## config.mk

```make
export PLATFORM = sky130hd
export DESIGN_NAME = smb_host_regs
export DESIGN_NICKNAME = d
export VERILOG_FILES = /design/src/rtl/smb_regs_pkg.sv /design/src/rtl/smb_status_reg.sv /design/src/rtl/smb_ctrl_reg.sv /design/src/rtl/smb_aux_reg.sv /design/src/rtl/smb_rd_mux.sv /design/src/rtl/smb_host_regs.sv
export SDC_FILE = /design/constraint.sdc
export NUM_CORES = 1
export LEC_CHECK = 0
export CAP_MARGIN = 20
export CORE_MARGIN = 4
export CORE_UTILIZATION = 40
export CTS_CLUSTER_DIAMETER = 50
export CTS_CLUSTER_SIZE = 30
export DETAILED_ROUTE_END_ITERATION = 6
export GPL_TIMING_DRIVEN = 0
export PLACE_DENSITY = 0.9
export SLEW_MARGIN = 5
export SYNTH_ARGS = -nofsm -noshare
export SYNTH_HDL_FRONTEND = slang
export SYNTH_SLANG_ARGS = --single-unit
```

## constraint.sdc

```tcl
create_clock -name clk -period 1.55 [get_ports clk]
set_input_delay 0.31 -clock clk [delete_from_list [all_inputs] [get_ports clk]]
set_output_delay 0.31 -clock clk [all_outputs]
set_load 0.01 [all_outputs]
```

## src/rtl/smb_regs_pkg.sv

```systemverilog
package smb_regs_pkg;
  localparam int DW = 8;
  localparam int AW = 4;
  localparam int PW = 3;

  // register offsets
  localparam logic [AW-1:0] OFS_STS  = 4'd0;
  localparam logic [AW-1:0] OFS_CTL  = 4'd2;
  localparam logic [AW-1:0] OFS_AUXC = 4'd13;

  // status bit positions
  localparam int ST_BUSY  = 0;
  localparam int ST_INTR  = 1;
  localparam int ST_DEV   = 2;
  localparam int ST_BUS   = 3;
  localparam int ST_FAIL  = 4;
  localparam int ST_ALERT = 5;
  localparam int ST_INUSE = 6;
  localparam int ST_BYTE  = 7;

  localparam logic [DW-1:0] STICKY_MASK = 8'h9E;
  localparam logic [DW-1:0] IRQ_MASK    = 8'h1E;

  // control bit positions
  localparam int CT_KILL  = 1;
  localparam int CT_PLO   = 2;
  localparam int CT_START = 6;
  localparam int CT_PEC   = 7;

  // auxiliary control bit positions
  localparam int AX_CRC = 0;
  localparam int AX_BLK = 1;
  localparam int AXW    = 2;
endpackage

```

## src/rtl/smb_status_reg.sv

```systemverilog
module smb_status_reg
  import smb_regs_pkg::*;
#(
  parameter logic [DW-1:0] STICKY = STICKY_MASK,
  parameter logic [DW-1:0] IRQ_M  = IRQ_MASK
) (
  input  logic          clk,
  input  logic          rst_ni,
  input  logic [DW-1:0] set_vec,
  input  logic [DW-1:0] clr_vec,
  input  logic          inuse_set,
  input  logic          busy_set,
  input  logic          busy_clr,
  input  logic          alert_in,
  output logic [DW-1:0] sts,
  output logic          busy,
  output logic          irq
);
  logic [DW-1:0] flag_q;
  logic          busy_q, busy_d;
  logic          inuse_q, inuse_d;
  logic          inuse_en, busy_en;

  genvar i;
  generate
    for (i = 0; i < DW; i++) begin : g_bit
      if (STICKY[i]) begin : g_sticky
        logic d, en;
        always_comb begin
          en = set_vec[i] | clr_vec[i];
          d  = set_vec[i] | (flag_q[i] & ~clr_vec[i]);
        end
        always_ff @(posedge clk or negedge rst_ni) begin
          if (!rst_ni)  flag_q[i] <= 1'b0;
          else if (en)  flag_q[i] <= d;
        end
      end else begin : g_plain
        assign flag_q[i] = 1'b0;
      end
    end
  endgenerate

  always_comb begin
    inuse_en = inuse_set | clr_vec[ST_INUSE];
    inuse_d  = inuse_set & ~clr_vec[ST_INUSE];
    busy_en  = busy_set | busy_clr;
    busy_d   = busy_set;
  end

  always_ff @(posedge clk or negedge rst_ni) begin
    if (!rst_ni) begin
      inuse_q <= 1'b0;
      busy_q  <= 1'b0;
    end else begin
      if (inuse_en) inuse_q <= inuse_d;
      if (busy_en)  busy_q  <= busy_d;
    end
  end

  always_comb begin
    sts           = flag_q;
    sts[ST_BUSY]  = busy_q;
    sts[ST_ALERT] = alert_in;
    sts[ST_INUSE] = inuse_q;
  end

  assign busy = busy_q;
  assign irq  = |(flag_q & IRQ_M);

  logic unused_bits;
  assign unused_bits = ^{set_vec & ~STICKY, clr_vec & ~STICKY & ~(8'h1 << ST_INUSE)};
endmodule

```

## src/rtl/smb_ctrl_reg.sv

```systemverilog
module smb_ctrl_reg
  import smb_regs_pkg::*;
(
  input  logic          clk,
  input  logic          rst_ni,
  input  logic          wr_ctl,
  input  logic [DW-1:0] wdata,
  input  logic          busy,
  output logic          start_req,
  output logic          abort_req,
  output logic          start_pulse,
  output logic          abort_pulse,
  output logic [PW-1:0] proto,
  output logic          pec_en,
  output logic [DW-1:0] ctl
);
  logic          kill_q, kill_d;
  logic          pec_q, pec_d;
  logic [PW-1:0] proto_q, proto_d;
  logic          cfg_en;
  logic          start_q, abort_q;

  always_comb begin
    start_req = wr_ctl & wdata[CT_START] & ~wdata[CT_KILL] & ~busy;
    abort_req = wr_ctl & wdata[CT_KILL] & busy;
    cfg_en    = wr_ctl & ~busy;
    kill_d    = wdata[CT_KILL];
    pec_d     = wdata[CT_PEC];
    proto_d   = wdata[CT_PLO +: PW];
  end

  always_ff @(posedge clk or negedge rst_ni) begin
    if (!rst_ni) begin
      kill_q  <= 1'b0;
      pec_q   <= 1'b0;
      proto_q <= '0;
      start_q <= 1'b0;
      abort_q <= 1'b0;
    end else begin
      if (wr_ctl) kill_q <= kill_d;
      if (cfg_en) begin
        pec_q   <= pec_d;
        proto_q <= proto_d;
      end
      start_q <= start_req;
      abort_q <= abort_req;
    end
  end

  always_comb begin
    ctl               = '0;
    ctl[CT_KILL]      = kill_q;
    ctl[CT_PEC]       = pec_q;
    ctl[CT_PLO +: PW] = proto_q;
  end

  assign start_pulse = start_q;
  assign abort_pulse = abort_q;
  assign proto       = proto_q;
  assign pec_en      = pec_q;

  logic unused_bits;
  assign unused_bits = ^{wdata[0], wdata[5]};
endmodule

```

## src/rtl/smb_aux_reg.sv

```systemverilog
module smb_aux_reg
  import smb_regs_pkg::*;
(
  input  logic           clk,
  input  logic           rst_ni,
  input  logic           wr_aux,
  input  logic [AXW-1:0] wbits,
  output logic [DW-1:0]  aux
);
  logic [AXW-1:0] aux_q;

  always_ff @(posedge clk or negedge rst_ni) begin
    if (!rst_ni)     aux_q <= '0;
    else if (wr_aux) aux_q <= wbits;
  end

  always_comb begin
    aux            = '0;
    aux[AXW-1:0]   = aux_q;
  end
endmodule

```

## src/rtl/smb_rd_mux.sv

```systemverilog
module smb_rd_mux
  import smb_regs_pkg::*;
(
  input  logic [AW-1:0] addr,
  input  logic [DW-1:0] sts,
  input  logic [DW-1:0] ctl,
  input  logic [DW-1:0] aux,
  output logic [DW-1:0] rdata
);
  always_comb begin
    unique case (addr)
      OFS_STS:  rdata = sts;
      OFS_CTL:  rdata = ctl;
      OFS_AUXC: rdata = aux;
      default:  rdata = '0;
    endcase
  end
endmodule

```

## src/rtl/smb_host_regs.sv

```systemverilog
module smb_host_regs
  import smb_regs_pkg::*;
#(
  parameter int SYNC_STAGES = 2
) (
  input  logic          clk,
  input  logic          rst_n,
  input  logic          bus_wr,
  input  logic          bus_rd,
  input  logic [AW-1:0] bus_addr,
  input  logic [DW-1:0] bus_wdata,
  output logic [DW-1:0] bus_rdata,
  input  logic          eng_done,
  input  logic          eng_byte_done,
  input  logic          eng_dev_err,
  input  logic          eng_bus_err,
  input  logic          eng_alert,
  output logic          eng_start,
  output logic [PW-1:0] eng_proto,
  output logic          eng_pec_en,
  output logic          eng_abort,
  output logic          aux_crc_en,
  output logic          aux_blk_en,
  output logic          irq
);
  // reset: asserted asynchronously, released after SYNC_STAGES edges
  logic [SYNC_STAGES-1:0] rst_sync_q;
  logic                   rst_ni;

  always_ff @(posedge clk or negedge rst_n) begin
    if (!rst_n) rst_sync_q <= '0;
    else        rst_sync_q <= {rst_sync_q[SYNC_STAGES-2:0], 1'b1};
  end
  assign rst_ni = rst_sync_q[SYNC_STAGES-1];

  logic          wr_sts, wr_ctl, wr_aux, rd_sts;
  logic          busy, start_req, abort_req;
  logic [DW-1:0] sts, ctl, aux;
  logic [DW-1:0] set_vec, clr_vec;
  logic          ev_done, ev_dev, ev_bus, ev_byte, busy_clr;

  always_comb begin
    wr_sts = bus_wr & (bus_addr == OFS_STS);
    wr_ctl = bus_wr & (bus_addr == OFS_CTL);
    wr_aux = bus_wr & (bus_addr == OFS_AUXC);
    rd_sts = bus_rd & ~bus_wr & (bus_addr == OFS_STS);

    ev_done = eng_done      & busy;
    ev_dev  = eng_dev_err   & busy;
    ev_bus  = eng_bus_err   & busy;
    ev_byte = eng_byte_done & busy;

    set_vec          = '0;
    set_vec[ST_INTR] = ev_done;
    set_vec[ST_DEV]  = ev_dev;
    set_vec[ST_BUS]  = ev_bus;
    set_vec[ST_FAIL] = abort_req;
    set_vec[ST_BYTE] = ev_byte;

    clr_vec  = wr_sts ? bus_wdata : '0;
    busy_clr = ev_done | ev_dev | ev_bus | abort_req;
  end

  smb_status_reg u_sts (
    .clk       (clk),
    .rst_ni    (rst_ni),
    .set_vec   (set_vec),
    .clr_vec   (clr_vec),
    .inuse_set (rd_sts),
    .busy_set  (start_req),
    .busy_clr  (busy_clr),
    .alert_in  (eng_alert),
    .sts       (sts),
    .busy      (busy),
    .irq       (irq)
  );

  smb_ctrl_reg u_ctl (
    .clk         (clk),
    .rst_ni      (rst_ni),
    .wr_ctl      (wr_ctl),
    .wdata       (bus_wdata),
    .busy        (busy),
    .start_req   (start_req),
    .abort_req   (abort_req),
    .start_pulse (eng_start),
    .abort_pulse (eng_abort),
    .proto       (eng_proto),
    .pec_en      (eng_pec_en),
    .ctl         (ctl)
  );

  smb_aux_reg u_aux (
    .clk    (clk),
    .rst_ni (rst_ni),
    .wr_aux (wr_aux),
    .wbits  (bus_wdata[AXW-1:0]),
    .aux    (aux)
  );

  smb_rd_mux u_mux (
    .addr  (bus_addr),
    .sts   (sts),
    .ctl   (ctl),
    .aux   (aux),
    .rdata (bus_rdata)
  );

  assign aux_crc_en = aux[AX_CRC];
  assign aux_blk_en = aux[AX_BLK];
endmodule

```

# Word level (Yosys, flattened, before mapping)
# Index checks and enable logic that the tools add are counted.
# totals
regBits	18
output_inout_bits	17
# classes
eq_ne	2
mux	2
n_bitwise	45
n_reduce_logical	2
# op_table
op	n
$pmux 8 s3	1
$and 1x1->1	21
$or 1x1->1	15
$not 1->1	9
$mux 8	1
$eq 4x2->1 const B	1
$eq 4x4->1 const B	1
$logic_not 4->1	1
$reduce_or 4->1	1

# Longest topological paths before layout
# Gate-level depths: netlist (run 1).
# depth
depth_word	6
depth_mapped	4

# Modules after synthesis
# From an unflattened synthesis (run 1), not the netlist that was laid out.
# hier_totals
hier_cells	107
hier_area_um2	1184.9
# by_module_without_submodules
module	n_inst	cells_each	area_per_inst_um2
smb_ctrl_reg	1	24	326.6
smb_status_reg	1	25	281.5
smb_rd_mux	1	21	251.5
smb_host_regs	1	26	203.9
smb_aux_reg	1	11	121.4

# Worst setup path after synthesis (run 1)
# OpenSTA, ideal clock, no wires.
# synth_timing
kind	input to output
start	in bus_addr[1]
end	out bus_rdata[2]
t_arrival_ps	1178
required_ps	1240
slack_ps	62
path_stages	3
path_cell_list	nor4_2 buf_2 a22o_1
# synth_via
elab_chain_cells	2
word_cells_on_any_way	4
classes_between	eq/ne (2); mux (1); reduce/logical (1)
# synth_lines
item	line_no	source
start, declared	smb_host_regs.sv:10	input logic [AW-1:0] bus_addr,
$eq 4x4->1, or another cell as far along	smb_rd_mux.sv:11	unique case (addr)
$pmux 8 s3 *	smb_rd_mux.sv:11	
end, declared	smb_host_regs.sv:12	output logic [DW-1:0] bus_rdata,
# Every way passes the cells marked *; elsewhere a longest branch is shown, timed or not.

# Final worst setup path (run 1)
# layout_timing
start	reg u_sts.flag_q[4] (netlist: u_sts.sts[4])
end	out irq
# layout_via
elab_chain_cells	1
# layout_lines
item	line_no	source
start, declared	smb_status_reg.sv:19	logic [DW-1:0] flag_q;
start signal, assigned by index	smb_status_reg.sv:34	if (!rst_ni) flag_q[i] <= 1'b0;
start signal, assigned by index	smb_status_reg.sv:35	else if (en) flag_q[i] <= d;
$reduce_or 4->1	smb_status_reg.sv:68	assign irq = |(flag_q & IRQ_M);
end, declared	smb_host_regs.sv:24	output logic irq
# No other way between the ends.

==> impl_metrics.py, run 1 <==
metrics = {
    "global_route": {
        "track_usage_pct": 19.7,
        "met1_usage_pct": 24.6,
        "use_met2_pct": 31.5,
        "use_met3_pct": 4.71,
        "grt_max_degree": 17,
        "top_usage_layer": "met2",
        "antenna_found_initial": 0,
        "gr-total-overflow": 0,
        "grt_pass1_vias": 876,
        "grt_pass1_wl_mm": 4.04,
    },
    "clocking": {
        "clk-insertion-delay-late_ns": 0.29,
        "cts-htree-levels": 1,
        "clock_sinks": 18,
        "clock_path_buffers": 2,
        "numCtsBuffers": 3,
        "clk_pin_slew_ns": 0.10,
        "cts_tree": "yes",
        "clk_root_buffer_cell": "clkbuf_4",
        "postCtsHoldBufs": 0,
    },
    "critical_path": {
        "worstSetupPathType": "reg2out",
        "required_ns": 1.24,
        "crit_arrival_ns": 1.35,
        "critical_path.endpoint_type": "primary output",
        "cp-start-kind": "flop",
        "crit_fanout": 2,
    },
    "layout": {
        "diodes": 0,
        "final_net_count": 142,
        "final_util_pct": 72.0,
        "mostFrequentLayoutCell": "dfrtp_1",
        "final_cell_mix": "dfrtp_1, clkdlybuf4s50_1, buf_4",
        "design_area_mm2": 0.00143,
        "area_delta_synth_final_pct": 70.0,
        "layout-drive-gt1-share_pct": 42.5,
    },
    "routing": {
        "drt-vias-per-instance": 5.44,
        "drtIter0Drc": 41,
        "vias": 799,
        "first_pass_iters": 4,
        "routedWlPerCell_um": 17.8,
        "ant_nets": 0,
        "drt_drc_violations_left": 0,
        "routed_wl_mm": 2.62,
    },
    "logic_synthesis": {
        "synth_warnings": 0,
        "synth_sequential_area_ratio_pct": 53.7,
        "syn_inst": 65,
        "avgSynthCellArea_um2": 12.9,
        "ys_ff_latch": 18,
        "syn-cell-area_um2": 840,
        "ys_types": 24,
        "syn_nets": 86,
    },
    "min_path": {
        "min_path_type": "in2async",
    },
    "placed_design": {
        "placed_area_mm2": 0.00122,
        "dp_hpwl_mm": 1.71,
        "portBuffers": 35,
        "place_congestion": 0.788,
    },
    "die": {
        "start_util_pct": 42.4,
        "fp.dieH_um": 53.8,
        "pin_count": 38,
        "die_w_um": 53.8,
        "die_area_mm2": 0.00290,
        "coreArea_mm2": 0.00198,
        "floorplan.rows": 16,
    },
    "sta": {
        "relSlewSlack_pct": 57.3,
        "timing.final.crit_period_ns": 1.66,
        "final-setup-viol-count": 7,
        "fmax_mhz": 601,
        "tightest_slew_ns": 0.641,
        "drv_slew": 0,
        "finalHoldViolations": 0,
        "rsz0062_at_grt": "yes",
        "finClkSkew_ns": 0.00123,
        "min_period_over_period_pct": 107,
        "finalWorstSetupSlack_ns": -0.114,
    },
    "power_and_ir_drop": {
        "power_frac_seq_pct": 49.0,
        "peakVddDrop_mv": 0.683,
        "power.internal_mw": 0.878,
        "p_leak_nw": 0.777,
        "finalPower_mw": 1.20,
        "power_switching_mw": 0.319,
        "p_per_area_mw_per_mm2": 839,
        "p_sw_share_pct": 26.7,
        "clkPwrFrac_pct": 24.1,
        "comb_power_share_pct": 26.9,
    },
    "flow_run": {
        "max_cap_violations": 0,
    },
    "outcome": {
        "violations": "setup timing",
        "status": "finished, violations left",
    },
}
layout make-up:
type                            instances  area (um^2)
Fill cell                             122          554
Timing Repair Buffer                   53          495
Sequential cell                        18          450
Multi-Input combinational cell         43          403
Clock buffer                            4         36.3
Tap cell                               27         33.8
Buffer                                  1         5.00
Inverter                                1         3.75
path summary, 6_finish.rpt:
check                                    startpoint  cells after the start                    endpoint  slack (ns)
setup / recovery           u_sts.sts[4]$_DFFE_PN0P_                      2                         irq       -0.11
hold / removal                                rst_n                      1     rst_sync_q[0]$_DFF_PN0_        0.17
setup reg to reg             u_sts.busy$_DFFE_PN0P_                      2      u_sts.busy$_DFFE_PN0P_        0.11
hold reg to reg             rst_sync_q[1]$_DFF_PN0_                      0  u_ctl.proto[2]$_DFFE_PN0P_        0.27
max in group asynchronous   rst_sync_q[1]$_DFF_PN0_                      0    u_sts.sts[4]$_DFFE_PN0P_        0.87
min in group clk                             bus_wr                      2   u_sts.inuse_q$_DFFE_PN0P_        0.35
Yosys cell counts:
library cell   n  area, um^2
inv_1          1        3.75
nand3_1        5        25.0
conb_1         1        3.75
nor4b_4        1        23.8
nor4_2         1        12.5
a21bo_2        1        10.0
or4b_2         1        10.0
or4_1          1        7.51
dfrtp_1       18         450
clkbuf_1       1        3.75
a22o_1        10        87.6
buf_2          2        10.0
and3_1         1        6.26
and4b_1        1        10.0
nor3_1         1        5.00
a22oi_1        1        7.51
and2_1         3        18.8
o32ai_1        1        8.76
mux2_2         2        22.5
a21o_1         1        7.51
nand3b_4       1        20.0
a21oi_1        2        10.0
nand2_1        4        15.0
mux2_4         4        60.1
power by group through the flow:
| stage | Clock [mW] | Combinational, mW | Sequential [mW] |
|---|---|---|---|
| CTS | 0.285 | 0.302 | 0.583 |
| global route | 0.325 | 0.338 | 0.591 |
| detailed placement | 0 | 0.291 | 0.594 |
| global placement | 0 | 0.283 | 0.587 |
| finish | 0.288 | 0.323 | 0.586 |
| floorplan | 0 | 0.0999 | 0.596 |
per-stage QoR:
step | hold WS (ns) | cells | TNS, ns | setup WS [ns]
2_1_floorplan | 0.0144 | 65 | 0 | 0.0619
3_3_place_gp | 0.269 | 127 | -14.66 | -1.16
3_5_place_dp | 0.286 | 127 | -15.42 | -1.17
4_1_cts | 0.170 | 144 | -0.359 | -0.104
5_1_grt | 0.142 | 147 | -0.610 | -0.186
6_report | 0.167 | 147 | -0.393 | -0.114
worst max-delay path: stages (launching register included):
cell and delay, ns:
dfrtp_1 0.39, or4_1 0.52, buf_2 0.15
metal layers:
metal / vias to the layer above / part of all wire, %
met5: - / 0
li1: 355 / -
met2: 63 / 50
met4: 0 / 1.1
met3: 4 / 11
met1: 377 / 38
state kept, by name, summed over array words and instances (netlist names):
register / cells
u_ctl.kill_q: 1
u_ctl.abort_pulse: 1
u_ctl.pec_en: 1
u_sts.sts: 5
u_aux.aux_q: 2
u_sts.inuse_q: 1
u_sts.busy: 1
u_ctl.proto: 3
rst_sync_q: 2
u_ctl.start_pulse: 1
kinds of logic (layout without fill, tap and decap cells):
kind of cell,after synthesis,after routing,share of synthesized area (%)
AOI/OAI and AO/OA,16,16,15.6
buffers and inverters,4,59,2.09
and+or+nand+nor,20,20,18.3
muxes,6,6,9.84
other,1,1,0.447
DFF,18,18,53.7
what timing repair did:
item                       4_1_cts  5_1_grt
cloned                           1        0
setup buffers                   13        5
pin swaps                        6        4
setup endpoints to repair       20       15
gates resized for setup         64       16
(Power assumes the default switching activity.)
==> inputs of run 2 (changes only) <==
- CAP_MARGIN: 20 -> 10
==> results of run 2 <==
No change in the layout: final DEF, timing and power equal those of run 1.
